$ cat src/rtl/irc_pkg.sv
package irc_pkg;

  typedef enum logic [2:0] {
    S_IDLE,
    S_CAP_ARM,
    S_CAP_HEAD,
    S_CAP_DATA,
    S_CAP_MARK,
    S_TX_RUN,
    S_TX_FETCH,
    S_TX_LOAD
  } irc_state_e;

  typedef enum logic {
    MODE_LEARN  = 1'b0,
    MODE_REPLAY = 1'b1
  } irc_mode_e;

endpackage

$ cat src/rtl/irc_strobe_gen.sv
module irc_strobe_gen #(
  parameter int unsigned CLK_PER_US = 5,
  parameter int unsigned HALF_CYC   = 66
) (
  input  logic clk_i,
  input  logic rst_ni,
  input  logic restart_i,
  input  logic burst_en_i,
  output logic tick_o,
  output logic carrier_o
);

  localparam int unsigned DW = (CLK_PER_US > 1) ? $clog2(CLK_PER_US) : 1;
  localparam int unsigned PW = (HALF_CYC > 1) ? $clog2(HALF_CYC) : 1;

  logic [DW-1:0] div_q;
  logic [PW-1:0] ph_q;
  logic          car_q;

  assign tick_o    = (div_q == DW'(CLK_PER_US - 1));
  assign carrier_o = car_q;

  always_ff @(posedge clk_i or negedge rst_ni) begin
    if (!rst_ni) begin
      div_q <= '0;
    end else if (restart_i || tick_o) begin
      div_q <= '0;
    end else begin
      div_q <= div_q + 1'b1;
    end
  end

  // phase restarts while dark so each burst opens high
  always_ff @(posedge clk_i or negedge rst_ni) begin
    if (!rst_ni) begin
      ph_q  <= '0;
      car_q <= 1'b1;
    end else if (!burst_en_i) begin
      ph_q  <= '0;
      car_q <= 1'b1;
    end else if (ph_q == PW'(HALF_CYC - 1)) begin
      ph_q  <= '0;
      car_q <= ~car_q;
    end else begin
      ph_q <= ph_q + 1'b1;
    end
  end

  generate
    if (CLK_PER_US > 1) begin : g_tick_chk
      AST_TICK_SPACED: assert property (@(posedge clk_i) disable iff (!rst_ni)
        tick_o |=> !tick_o);
    end
  endgenerate

  AST_BURST_OPENS_HIGH: assert property (@(posedge clk_i) disable iff (!rst_ni)
    $rose(burst_en_i) |-> carrier_o);

endmodule

$ cat src/rtl/irc_meter.sv
module irc_meter #(
  parameter int unsigned MAX_US = 4000,
  parameter int unsigned CW     = 12
) (
  input  logic          clk_i,
  input  logic          rst_ni,
  input  logic          clr_i,
  input  logic          tick_i,
  input  logic          rx_i,
  output logic          edge_o,
  output logic [CW-1:0] len_o,
  output logic          over_o
);

  localparam logic [CW-1:0] MAXC = CW'(MAX_US);

  logic          s1_q, s2_q, lvl_q;
  logic [CW-1:0] hi_cnt_q, lo_cnt_q;

  always_ff @(posedge clk_i or negedge rst_ni) begin
    if (!rst_ni) begin
      s1_q <= 1'b1;
      s2_q <= 1'b1;
    end else begin
      s1_q <= rx_i;
      s2_q <= s1_q;
    end
  end

  always_ff @(posedge clk_i or negedge rst_ni) begin
    if (!rst_ni) begin
      lvl_q    <= 1'b1;
      hi_cnt_q <= '0;
      lo_cnt_q <= '0;
      edge_o   <= 1'b0;
      over_o   <= 1'b0;
      len_o    <= '0;
    end else begin
      edge_o <= 1'b0;
      over_o <= 1'b0;
      if (clr_i) begin
        lvl_q    <= 1'b1;
        hi_cnt_q <= '0;
        lo_cnt_q <= '0;
      end else if (tick_i) begin
        if (s2_q != lvl_q) begin
          edge_o <= 1'b1;
          len_o  <= lvl_q ? hi_cnt_q : lo_cnt_q;
          lvl_q  <= s2_q;
          if (s2_q) begin
            hi_cnt_q <= CW'(1);
            lo_cnt_q <= '0;
          end else begin
            lo_cnt_q <= CW'(1);
            hi_cnt_q <= '0;
          end
        end else if (lvl_q) begin
          // saturate one past the limit so over fires once
          if (hi_cnt_q <= MAXC) hi_cnt_q <= hi_cnt_q + 1'b1;
          over_o <= (hi_cnt_q == MAXC);
        end else begin
          if (lo_cnt_q <= MAXC) lo_cnt_q <= lo_cnt_q + 1'b1;
          over_o <= (lo_cnt_q == MAXC);
        end
      end
    end
  end

  AST_OVER_ONCE: assert property (@(posedge clk_i) disable iff (!rst_ni)
    over_o |=> !over_o);

endmodule

$ cat src/rtl/irc_code_ram.sv
module irc_code_ram #(
  parameter int unsigned AW    = 7,
  parameter int unsigned DW    = 12,
  parameter int unsigned DEPTH = 96
) (
  input  logic          clk_i,
  input  logic          we_i,
  input  logic [AW-1:0] waddr_i,
  input  logic [DW-1:0] wdata_i,
  input  logic [AW-1:0] raddr_i,
  output logic [DW-1:0] rdata_o
);

  logic [DW-1:0] mem_q [DEPTH];

  always_ff @(posedge clk_i) begin
    if (we_i) mem_q[waddr_i] <= wdata_i;
    rdata_o <= mem_q[raddr_i];
  end

endmodule

$ cat src/rtl/irc_capture_replay.sv
module irc_capture_replay
  import irc_pkg::*;
#(
  parameter int unsigned CLK_HZ     = 5_000_000,
  parameter int unsigned CARRIER_HZ = 38_000,
  parameter int unsigned START_US   = 2400,
  parameter int unsigned MAX_US     = 4000,
  parameter int unsigned DATA_W     = 12,
  parameter int unsigned CODE_W     = 2,
  parameter int unsigned NUM_CODES  = 3,
  parameter int unsigned SLOT_AW    = 5
) (
  input  logic              clk_i,
  input  logic              rst_ni,
  input  logic              ir_rx_i,
  input  logic              mode_i,
  input  logic [CODE_W-1:0] code_sel_i,
  input  logic              start_i,
  output logic              ack_o,
  output logic              done_o,
  output logic              led_o
);

  localparam int unsigned CLK_PER_US = CLK_HZ / 1_000_000;
  localparam int unsigned HALF_CYC   = (CLK_HZ + CARRIER_HZ) / (2 * CARRIER_HZ);
  localparam int unsigned SLOT_N     = 1 << SLOT_AW;
  localparam int unsigned AW         = CODE_W + SLOT_AW;
  localparam int unsigned DEPTH      = NUM_CODES * SLOT_N;
  localparam int unsigned CW         = $clog2(MAX_US + 2);
  localparam int unsigned NW         = SLOT_AW + 1;
  localparam logic [CODE_W-1:0] LAST_CODE = CODE_W'(NUM_CODES - 1);

  irc_state_e          state_q;
  logic [CODE_W-1:0]   code_q;
  logic [SLOT_AW-1:0]  addr_q;
  logic [NW-1:0]       count_q;
  logic [DATA_W-1:0]   dcnt_q;
  logic                gate_q;

  logic                tick, carrier, accept;
  logic                m_edge, m_over;
  logic [CW-1:0]       m_len;
  logic                we;
  logic [AW-1:0]       mem_addr;
  logic [DATA_W-1:0]   wdata, rdata;

  assign accept   = (state_q == S_IDLE) && start_i && (code_sel_i <= LAST_CODE);
  assign mem_addr = {code_q, addr_q};
  assign we       = ((state_q == S_CAP_DATA) && m_edge) || (state_q == S_CAP_MARK);
  assign wdata    = (state_q == S_CAP_MARK) ? '0 : DATA_W'(m_len);
  assign led_o    = gate_q & carrier;

  irc_strobe_gen #(
    .CLK_PER_US(CLK_PER_US),
    .HALF_CYC  (HALF_CYC)
  ) u_strobe (
    .clk_i     (clk_i),
    .rst_ni    (rst_ni),
    .restart_i (accept),
    .burst_en_i(gate_q),
    .tick_o    (tick),
    .carrier_o (carrier)
  );

  irc_meter #(
    .MAX_US(MAX_US),
    .CW    (CW)
  ) u_meter (
    .clk_i (clk_i),
    .rst_ni(rst_ni),
    .clr_i (accept),
    .tick_i(tick),
    .rx_i  (ir_rx_i),
    .edge_o(m_edge),
    .len_o (m_len),
    .over_o(m_over)
  );

  irc_code_ram #(
    .AW   (AW),
    .DW   (DATA_W),
    .DEPTH(DEPTH)
  ) u_ram (
    .clk_i  (clk_i),
    .we_i   (we),
    .waddr_i(mem_addr),
    .wdata_i(wdata),
    .raddr_i(mem_addr),
    .rdata_o(rdata)
  );

  always_ff @(posedge clk_i or negedge rst_ni) begin
    if (!rst_ni) begin
      state_q <= S_IDLE;
      code_q  <= '0;
      addr_q  <= '0;
      count_q <= '0;
      dcnt_q  <= '0;
      gate_q  <= 1'b0;
      ack_o   <= 1'b0;
      done_o  <= 1'b0;
    end else begin
      ack_o  <= 1'b0;
      done_o <= 1'b0;
      case (state_q)
        S_IDLE: begin
          if (accept) begin
            code_q  <= code_sel_i;
            addr_q  <= '0;
            count_q <= '0;
            if (mode_i == MODE_REPLAY) begin
              gate_q  <= 1'b1;
              dcnt_q  <= DATA_W'(START_US);
              state_q <= S_TX_RUN;
            end else begin
              state_q <= S_CAP_ARM;
            end
          end
        end
        S_CAP_ARM: begin
          if (m_edge) state_q <= S_CAP_HEAD;
        end
        S_CAP_HEAD: begin
          // lead-in is timed but never written
          if (m_over)      state_q <= S_CAP_MARK;
          else if (m_edge) state_q <= S_CAP_DATA;
        end
        S_CAP_DATA: begin
          if (m_edge) begin
            addr_q  <= addr_q + 1'b1;
            count_q <= count_q + 1'b1;
            if (count_q == NW'(SLOT_N - 1)) begin
              ack_o   <= 1'b1;
              state_q <= S_IDLE;
            end
          end else if (m_over) begin
            state_q <= S_CAP_MARK;
          end
        end
        S_CAP_MARK: begin
          ack_o   <= 1'b1;
          state_q <= S_IDLE;
        end
        S_TX_RUN: begin
          if (tick) begin
            if (dcnt_q == DATA_W'(1)) state_q <= S_TX_FETCH;
            else                      dcnt_q  <= dcnt_q - 1'b1;
          end
        end
        S_TX_FETCH: state_q <= S_TX_LOAD;
        S_TX_LOAD: begin
          if (count_q == NW'(SLOT_N) || rdata == '0) begin
            gate_q  <= 1'b0;
            done_o  <= 1'b1;
            state_q <= S_IDLE;
          end else begin
            dcnt_q  <= rdata;
            gate_q  <= count_q[0];
            addr_q  <= addr_q + 1'b1;
            count_q <= count_q + 1'b1;
            state_q <= S_TX_RUN;
          end
        end
        default: state_q <= S_IDLE;
      endcase
    end
  end

  AST_WRITE_RANGE: assert property (@(posedge clk_i) disable iff (!rst_ni)
    (we && state_q == S_CAP_DATA) |-> (wdata != '0 && wdata <= DATA_W'(MAX_US)));
  AST_SLOT_BOUND: assert property (@(posedge clk_i) disable iff (!rst_ni)
    we |-> (mem_addr[AW-1 -: CODE_W] <= LAST_CODE));
  AST_FILL_LIMIT: assert property (@(posedge clk_i) disable iff (!rst_ni)
    count_q <= NW'(SLOT_N));
  AST_ACK_PULSE: assert property (@(posedge clk_i) disable iff (!rst_ni)
    ack_o |=> !ack_o);
  AST_DONE_DARK: assert property (@(posedge clk_i) disable iff (!rst_ni)
    done_o |-> !led_o);
  AST_DCNT_LIVE: assert property (@(posedge clk_i) disable iff (!rst_ni)
    (state_q == S_TX_RUN) |-> (dcnt_q != '0));

endmodule

$ cat config.mk
export PLATFORM = sky130hd
export DESIGN_NAME = irc_capture_replay
export DESIGN_NICKNAME = d
export VERILOG_FILES = /design/src/rtl/irc_pkg.sv /design/src/rtl/irc_strobe_gen.sv /design/src/rtl/irc_meter.sv /design/src/rtl/irc_code_ram.sv /design/src/rtl/irc_capture_replay.sv
export SDC_FILE = /design/constraint.sdc
export NUM_CORES = 1
export LEC_CHECK = 0
export CAP_MARGIN = 15
export CORE_ASPECT_RATIO = 2
export CORE_MARGIN = 8
export CORE_UTILIZATION = 30
export CTS_CLUSTER_DIAMETER = 120
export DETAILED_ROUTE_END_ITERATION = 12
export PLACE_DENSITY_LB_ADDON = 0.08
export RECOVER_POWER = 25
export SLEW_MARGIN = 20
export SYNTH_ARGS = -nofsm -noshare
export SYNTH_HDL_FRONTEND = slang
export SYNTH_HIERARCHICAL = 1
export SYNTH_SLANG_ARGS = --single-unit
export TNS_END_PERCENT = 50
$ cat constraint.sdc
create_clock -name clk_i -period 6.7 [get_ports clk_i]
set_input_delay 1.34 -clock clk_i [delete_from_list [all_inputs] [get_ports clk_i]]
set_output_delay 1.34 -clock clk_i [all_outputs]
set_load 0.01 [all_outputs]
; Word level (Yosys, flattened, before mapping)
; Memory sizes are Yosys's and may differ from the RTL's. A register that Yosys moved wholly into a read port is not among the register bits.
; Index checks and enable logic that the tools add are counted.
[op_classes]
n_bitwise = 3
n_mux = 66
order_cmp = 3
add_sub_neg = 7
n_reduce_logical = 25
eq_ne = 28
[op_table]
columns = cell, n
row1 = $mux W12, 17
row2 = $mux W3, 12
row3 = $pmux W12 S3, 1
row4 = $add A12 B1 Y12 const B, 2
row5 = $eq A12 B12 Y1 const B, 2
row6 = $le A12 B12 Y1 const B, 2
row7 = $pmux W3 S8, 1
row8 = $mux W1, 23
row9 = $mux W6, 3
row10 = $pmux W6 S3, 1
row11 = $eq A3 B3 Y1 const B, 5
row12 = $mux W5, 3
row13 = $pmux W5 S3, 1
row14 = $reduce_bool A3 Y1, 5
row15 = $mux W7, 2
row16 = $eq A12 B1 Y1 const B, 1
row17 = $logic_not A12 Y1, 1
row18 = $reduce_and A3 Y1, 4
row19 = $sub A12 B1 Y12 const B, 1
row20 = $ne A2 B1 Y1 const B, 5
row21 = $ne A2 B2 Y1 const B, 4
row22 = $add A7 B1 Y7 const B, 1
row23 = $eq A7 B7 Y1 const B, 1
row24 = $reduce_and A7 Y1, 1
row25 = 21 further kinds, 33
[word_totals]
register_bits = 83
n_memories = 1
in_bits = 7
word_cells = 152
ram_bits = 1152
[mem_list]
columns = memory, words, width, read_ports, rd_clocked_by_memory_dff, write_ports, line
row1 = u_ram.mem_q, 96, 12, 1, 1, 1, irc_code_ram.sv:14  ; logic [DW-1:0] mem_q [DEPTH];

; Logic depth before layout (Yosys ltp)
; Gate-level depths: netlist (run 1).
[depth]
depth_word = 6
depth_mapped = 10

; By module
; Netlist (run 1), hierarchy kept.
[modules_own_cells]
columns = module, instances, seq_area_each_um2, area_each_um2, cells_per_inst
row1 = irc_code_ram, 1, 34833.4, 44960.6, 2039
row2 = irc_meter, 1, 1029.7, 2273.4, 245
row3 = irc_capture_replay, 1, 775.7, 2068.2, 237
row4 = irc_strobe_gen, 1, 276.5, 509.2, 48

; Least setup slack after synthesis (run 1)
; Ideal clock, no wire load.
[synth_timing]
path_kind = input-to-reg
start = input start_i
end = register u_meter.lo_cnt_q[7]
cell_stages = 8
arrival_ps = 3080
setup_slack_ps = 3491
required_time_ps = 6571
cell_sequence = a21boi_1 > and2_1 > clkbuf_1 > clkbuf_1 > nor2_1 > or3_1 > o211ai_1 > o31ai_1
[synth_via]
elab_chain_len = 4
[synth_lines]
columns = element, line
row1 = start: declaration, irc_capture_replay.sv:18  ; input logic start_i,
row2 = $logic_and A1 B1 Y1 * (2 in series), irc_capture_replay.sv:47  ; assign accept = (state_q == S_IDLE) && start_i && (code_sel_i <= LAST_CODE);
row3 = net accept, irc_capture_replay.sv:40  ; logic tick, carrier, accept;
row4 = "$ne A3 B3 Y1 (no source line), or another cell as far along", n/a
row5 = $reduce_and A3 Y1 (no source line), n/a
row6 = end signal: assignment, irc_meter.sv:62  ; if (lo_cnt_q <= MAXC) lo_cnt_q <= lo_cnt_q + 1'b1;
row7 = end: declaration, irc_meter.sv:18  ; logic [CW-1:0] hi_cnt_q, lo_cnt_q;
; Mark *: on every way through the listed nets, which the timed path passes. The rest lies on a longest branch.
; A chain may end at the register's enable or synchronous reset.

; Final worst setup path (run 1)
[layout_timing]
start = register state_q[1]
end = memory u_ram.mem_q[41][8] (data pin)
[layout_via]
elab_chain_len = 2
[layout_lines]
columns = element, line
row1 = start: declaration, irc_capture_replay.sv:33  ; irc_state_e state_q;
row2 = start signal: assignment, irc_capture_replay.sv:94  ; state_q <= S_IDLE;
row3 = start signal: assignment, irc_capture_replay.sv:114  ; state_q <= S_TX_RUN;
row4 = start signal: assignment, irc_capture_replay.sv:116  ; state_q <= S_CAP_ARM;
row5 = $eq A3 B3 Y1, irc_capture_replay.sv:50  ; assign wdata = (state_q == S_CAP_MARK) ? '0 : DATA_W'(m_len);
row6 = $mux W12, irc_capture_replay.sv:50
row7 = net wdata[8], irc_capture_replay.sv:45  ; logic [DATA_W-1:0] wdata, rdata;
row8 = end: declaration, irc_code_ram.sv:14
; The timed path passes the listed nets, and every way through them passes these cells.

==> flow_summary.json, run 1 <==
{
  "dp_slack_ns": 2.12,
  "worstPathCellList": "nor2_1 > nand2_1 > and2_0 > buf_4",
  "antenna_found_initial": 6,
  "vias_per_cell": 5.12,
  "gp_congestion": 0.839,
  "cts_buffers": 111,
  "rows": 211,
  "final_area_sq_um": 56200,
  "utilization_pct": 34.0,
  "regArea_sq_um": 36900,
  "tritoncts": "built",
  "drt_iter0_drc": 1851,
  "clockBufferDepth": 3,
  "die_w_um": 304,
  "synth_cells": 2569,
  "clock-sinks": 1247,
  "ys_async_sr_fraction_pct": 6.66,
  "ys_ff_latch": 1247,
  "coreArea_sq_um": 165000,
  "grt_max_degree": 95,
  "dieArea_sq_um": 180000,
  "dpl.hpwl_mm": 98.5,
  "grt_pass1_vias": 26400,
  "hold_viol": 0,
  "max_stage_delay_ns": 2.23,
  "wl_per_cell_um": 30.9,
  "crit_path_end_kind": "flop",
  "cts_setup_buffers": 0,
  "synth.yosys.warnings": 6,
  "post_cts_resized": 0,
  "initial_core_util_pct": 30.2,
  "holdBufCountCts": 0,
  "synth_top_area_share_pct": 69.4,
  "synth_cell_type_count": 86,
  "die_h_um": 592,
  "setup_tns_ns": 0,
  "synth-edff-count": 1152,
  "synth_flop_cell": "edfxtp_1",
  "holdCritPathClass": "flop to flop",
  "slowest_stage": "and2_0",
  "drt-pass1-iter-count": 5,
  "worstSetupStartpointType": "flop",
  "nFillCells": 15400,
  "layout-drive-gt1-share_pct": 22.8,
  "status": "complete, but fails checks",
  "htreeDepth": 3,
  "yosys.area.top_type": "edfxtp_1",
  "clk-insertion-delay-late_ns": 0.72,
  "grt_pass1_wl_mm": 211,
  "ir_worst_vdd_mv": 0.216,
  "violations": "capacitance limit, slew limit",
  "clk_pin_slew_worst_paths_ns": 0.07,
  "avgSynthCellArea_sq_um": 19.4,
  "setup_viol": 0,
  "ys_seq_area_share_pct": 74.1,
  "overflow": 0,
  "synthToLayoutAreaGrowth_pct": 12.8,
  "multi_input_area_sq_um": 12100,
  "drv_slew": 291,
  "detail-route-antenna-nets": 0,
  "drv_cap": 8,
  "place_area_sq_um": 52500,
  "rsz0062_at_grt": "no",
  "drc": 0,
  "finClkSkew_ns": 0.0263,
  "fmax_mhz": 199,
  "p_per_area_nw_per_um2": 437,
  "fin_crit_ns": 5.03,
  "vias": 24900,
  "netlist_top_cells_area": "edfxtp_1 (69%), mux4_2 (12%), dfrtp_1 (4.0%)",
  "synth_nets": 2589,
  "root_buffer": "clkbuf_16",
  "period_share_pct": 75.1,
  "routed_wl_mm": 150,
  "worstMarginPinSlew_ns": 3.29,
  "synth_area_sq_um": 49800,
  "path_buf_inv": 1,
  "io_pins": 10,
  "critical_path.top_delay_family": "simple AND/OR/NAND/NOR gates",
  "grt.total_usage_pct": 16.4,
  "worstPathRequired_ns": 7.09,
  "crit_arrival_ns": 5.42,
  "slew_headroom_pct": -119,
  "worstPathMaxFanout": 60,
  "crit_type": "flop to flop",
  "p_leak_nw": 16.9,
  "finalNetCount": 2656,
  "port_buffers": 9,
  "layout_setup_ws_ns": 1.67
}
[layer usage]
| metal | wire, um | up-vias | track usage [%] | part of all wire (%) |
|---|---|---|---|---|
| met1 | 55400 | 13600 | 18.1 | 37 |
| met5 | 0 | - | 0 | 0 |
| met4 | 4640 | 0 | 5.28 | 3.1 |
| met3 | 4030 | 163 | 1.62 | 2.7 |
| met2 | 86100 | 522 | 32.5 | 57 |
| li1 | - | 10700 | - | - |
[report_power, final]
| group | total, mW | leakage [nW] | internal (mW) | switching, mW |
|---|---|---|---|---|
| logic | 7.42 | 3.64 | 2.26 | 5.15 |
| clock network | 6.55 | 1.77 | 3.60 | 2.94 |
| registers | 10.6 | 11.5 | 10.0 | 0.561 |
| total | 24.6 | 16.9 | 15.9 | 8.66 |
[cell usage in the layout (no fill, tap or decap), types with 11 or more instances in the layout]
master     Yosys  final
mux2i_1       86     86
a21oi_1       57     57
clkinv_2       0     22
nand2_1       95     95
clkbuf_1      44     25
clkbuf_16      0    113
nor2_1       160    110
inv_1         23     23
o211ai_1      16     16
dfxtp_1       12     12
nor2b_1       21     18
ha_1          13     13
buf_4         25     68
a31oi_1       14     14
edfxtp_1    1152   1152
o21ai_0       48     51
or3_1         16     16
bufinv_16      0     13
nor2_2         0     51
dfrtp_1       79     74
clkinv_1       0     18
o31ai_1       13     12
nand3_1       60     61
o22ai_1       21     21
mux4_2       273    273
or2_2         11     11
nand2b_1      13     13
nand4_1       22     22
a22oi_1       30     30
mux4_1        12     12
[kinds of logic (layout without fill, tap and decap cells)]
kind of cell	count (synthesis)	count (layout)	share of synthesized area (%)
adder cells (fa/ha/maj)	13	13	0.327
flip-flops	1247	1247	74.1
multiplexers	383	383	15.0
XOR/XNOR	9	9	0.158
AO/OA/AOI/OAI	275	275	3.66
buffers and inverters	154	316	1.89
other	0	3	0
AND/OR/NAND/NOR	488	488	4.87
[area by class of cell]
| class | instances | share of cell area [%] |
|---|---|---|
| Sequential cell | 1247 | 65.7 |
| Multi-Input combinational cell | 1168 | 21.6 |
| Clock buffer | 134 | 5.17 |
| Tap cell | 2130 | 4.74 |
| Clock inverter | 74 | 1.32 |
| Timing Repair Buffer | 85 | 1.26 |
| Inverter | 23 | 0.154 |
| Antenna cell | 3 | 0.0134 |
[path summary, 6_finish.rpt]
path	start	to	slack, ns	cells past startpoint
worst max register to register	state_q[1]	u_ram/mem_q[41][8]	1.67	4
min in group asynchronous	rst_ni	u_meter/hi_cnt_q[9]	1.07	1
worst min register to register	u_meter/s1_q	u_meter/s2_q	0.38	0
worst max-delay path	state_q[1]	u_ram/mem_q[41][8]	1.67	4
max in group asynchronous	rst_ni	addr_q[2]	3.86	2
worst min-delay path	u_meter/s1_q	u_meter/s2_q	0.38	0
[flip-flops by register name (all words and copies together), names as in the netlist, 2 cells and up]
register and flops:
u_ram/mem_q 1152, dcnt_q 12, u_meter/hi_cnt_q 12, u_meter/len_o 12
u_meter/lo_cnt_q 12, u_ram/rdata_o 12, u_strobe/ph_q 7, count_q 6
addr_q 5, state_q 3, u_strobe/div_q 3, code_q 2
[synth_stat cells, types with 9 or more instances]
master    count
dfrtp_1      79
nand2b_1     13
dfxtp_1      12
inv_1        23
buf_6        10
and2_1       20
nor2_1      160
mux4_2      273
nand2_1      95
and3_1        9
mux2i_1      86
o211ai_1     16
or2_2        11
mux4_1       12
nor3_1       17
ha_1         13
clkbuf_1     44
nor2b_1      21
buf_2        36
o22ai_1      21
or3_1        16
nand4_1      22
nand3_1      60
buf_4        25
o31ai_1      13
nor4_1        9
a22oi_1      30
a31oi_1      14
edfxtp_1   1152
a21oi_1      57
o21ai_0      48
o21ai_1       9
[per-stage QoR]
stage | cells | hold slack [ns] | total power, mW
4_1_cts | 4861 | 0.373 | 25.1
6_report | 4864 | 0.382 | 24.6
3_3_place_gp | 4653 | 0.350 | 18.4
3_5_place_dp | 4653 | 0.348 | 18.5
2_1_floorplan | 2569 | 0.345 | 14.9
5_1_grt | 4863 | 0.386 | 25.5
Note: power is estimated with default switching activity, not from simulation.
==> run 2, diff against run 1 <==
clock period = 5 ns   (was 6.7 ns; I/O delays follow)
==> flow_summary.json, run 2 (same netlist as run 1, synthesis figures left out) <==
{
  "status": "complete, but fails checks",
  "violations": "capacitance limit, slew limit",
  "placedCellCount": 4764,
  "drv_cap": 6,
  "place_area_sq_um": 53400,
  "total_power_mw": 33.4,
  "worstMarginPinSlew_ns": 2.84,
  "initial_core_util_pct": 30.2,
  "holdBufCountCts": 0,
  "htreeDepth": 3,
  "coreArea_sq_um": 165000,
  "io_pins": 10,
  "finalNetCount": 2772,
  "grt_max_degree": 65,
  "rsz0062_at_grt": "no",
  "worstPathMaxFanout": 49,
  "synthToLayoutAreaGrowth_pct": 14.5,
  "vias": 25600,
  "drv_slew": 284,
  "setup_viol": 0,
  "grt_pass1_vias": 27100,
  "largest-register": "u_ram/mem_q",
  "worstPathRequired_ns": 5.50,
  "port_buffers": 9,
  "wl_per_cell_um": 31.1,
  "crit_type": "flop to flop",
  "p_leak_nw": 17.6,
  "hp-start": "u_meter/s1_q",
  "clock-sinks": 1247,
  "clockBufferDepth": 3,
  "layout_commonest_cell": "edfxtp_1",
  "routed_wl_mm": 155,
  "worstSetupStartpoint": "state_q[0]",
  "grt_pass1_wl_mm": 218,
  "rows": 211,
  "final_cell_mix": "edfxtp_1 (1152), mux4_2 (273), buf_4 (170), nor2_1 (159), clkbuf_16 (117)",
  "drc": 0,
  "die_h_um": 592,
  "cts_setup_buffers": 0,
  "instances_no_fill": 4984,
  "drt-pass1-iter-count": 7,
  "post_cts_resized": 0,
  "crit_path_end_kind": "flop",
  "vias_per_cell": 5.13,
  "period_share_pct": 83.7,
  "tritoncts": "built",
  "dieArea_sq_um": 180000,
  "slew_headroom_pct": -89.0,
  "layout-drive-gt1-share_pct": 24.0,
  "reg2reg_from": "state_q[0]",
  "hold_viol": 0,
  "fmax_mhz": 239,
  "finClkSkew_ns": 0.0319,
  "ir_worst_vdd_mv": 0.385,
  "worstSetupStartpointType": "flop",
  "root_buffer": "clkbuf_16",
  "drt_iter0_drc": 1995,
  "dpl.hpwl_mm": 104,
  "largest_register_ffs": 1152,
  "crit_arrival_ns": 4.68,
  "overflow": 0,
  "clk_pin_slew_worst_paths_ns": 0.07,
  "whs_ns": 0.342,
  "gp_congestion": 0.828,
  "clk-insertion-delay-late_ns": 0.73,
  "p_per_area_nw_per_um2": 585,
  "grt.total_usage_pct": 17.0,
  "fin_crit_ns": 4.19,
  "setup_tns_ns": 0,
  "holdCritPathClass": "flop to flop",
  "antenna_found_initial": 4,
  "die_w_um": 304,
  "final_area_sq_um": 57000,
  "cts_buffers": 116,
  "detail-route-antenna-nets": 0
}
-- run 2: changes by cell type in the layout (fill, tap and decap cells not counted), moves of 6 or more --
cell      change
nor2_2       -50
buf_12        +6
nor2_1       +49
buf_4       +102
clkinv_1      +6
-- run 2: area by class of cell --
type / instances / area [sq um]
multi-input combinational: 1168 / 12000
clock inverter: 71 / 661
timing repair buffer: 196 / 1620
antenna: 4 / 10.0
fill: 15400 / 108000
sequential: 1247 / 36900
inverter: 23 / 86.3
tap: 2130 / 2670
clock buffer: 145 / 3060
-- run 2: final timing paths --
| check | end | slack [ns] | depth (start not counted) |
|---|---|---|---|
| max reg2reg | u_ram/mem_q[40][6] | 0.81 | 4 |
| max in group asynchronous | addr_q[0] | 1.58 | 2 |
| max | u_ram/mem_q[40][6] | 0.81 | 4 |
| min reg2reg | u_meter/s2_q | 0.34 | 0 |
| min in group asynchronous | u_meter/hi_cnt_q[0] | 1.18 | 1 |
| min | u_meter/s2_q | 0.34 | 0 |
-- run 2: stage by stage --
stage | worst slack [ns] | util [%]
global placement | 1.15 | 32.3
detailed placement | 1.28 | 32.3
finish | 0.813 | 34.6
floorplan | 2.13 | -
global route | 0.621 | 34.6
CTS | 1.30 | 34.6
-- run 2: critical path, stage by stage, from the launching register on --
cell and delay, ns:
dfrtp_1 0.61, nor2_1 0.14, nand2_1 0.42, and2_1 2.11, buf_4 0.59
-- run 2: metal layers --
metal  global-route usage (%)  share of wire, %  vias up
li1                         -                 -    10900
met1                     18.6                37    14000
met2                     34.0                57      532
met3                     1.50               2.5      185
met4                     5.33               3.1        0
met5                        0                 0        -
-- run 2: where the power goes --
group | leakage (nW) | switching [mW] | total, mW | internal, mW
clock network | 1.82 | 3.98 | 8.89 | 4.91
logic | 4.27 | 7.01 | 10.3 | 3.30
registers | 11.5 | 0.750 | 14.2 | 13.4
total | 17.6 | 11.7 | 33.4 | 21.6
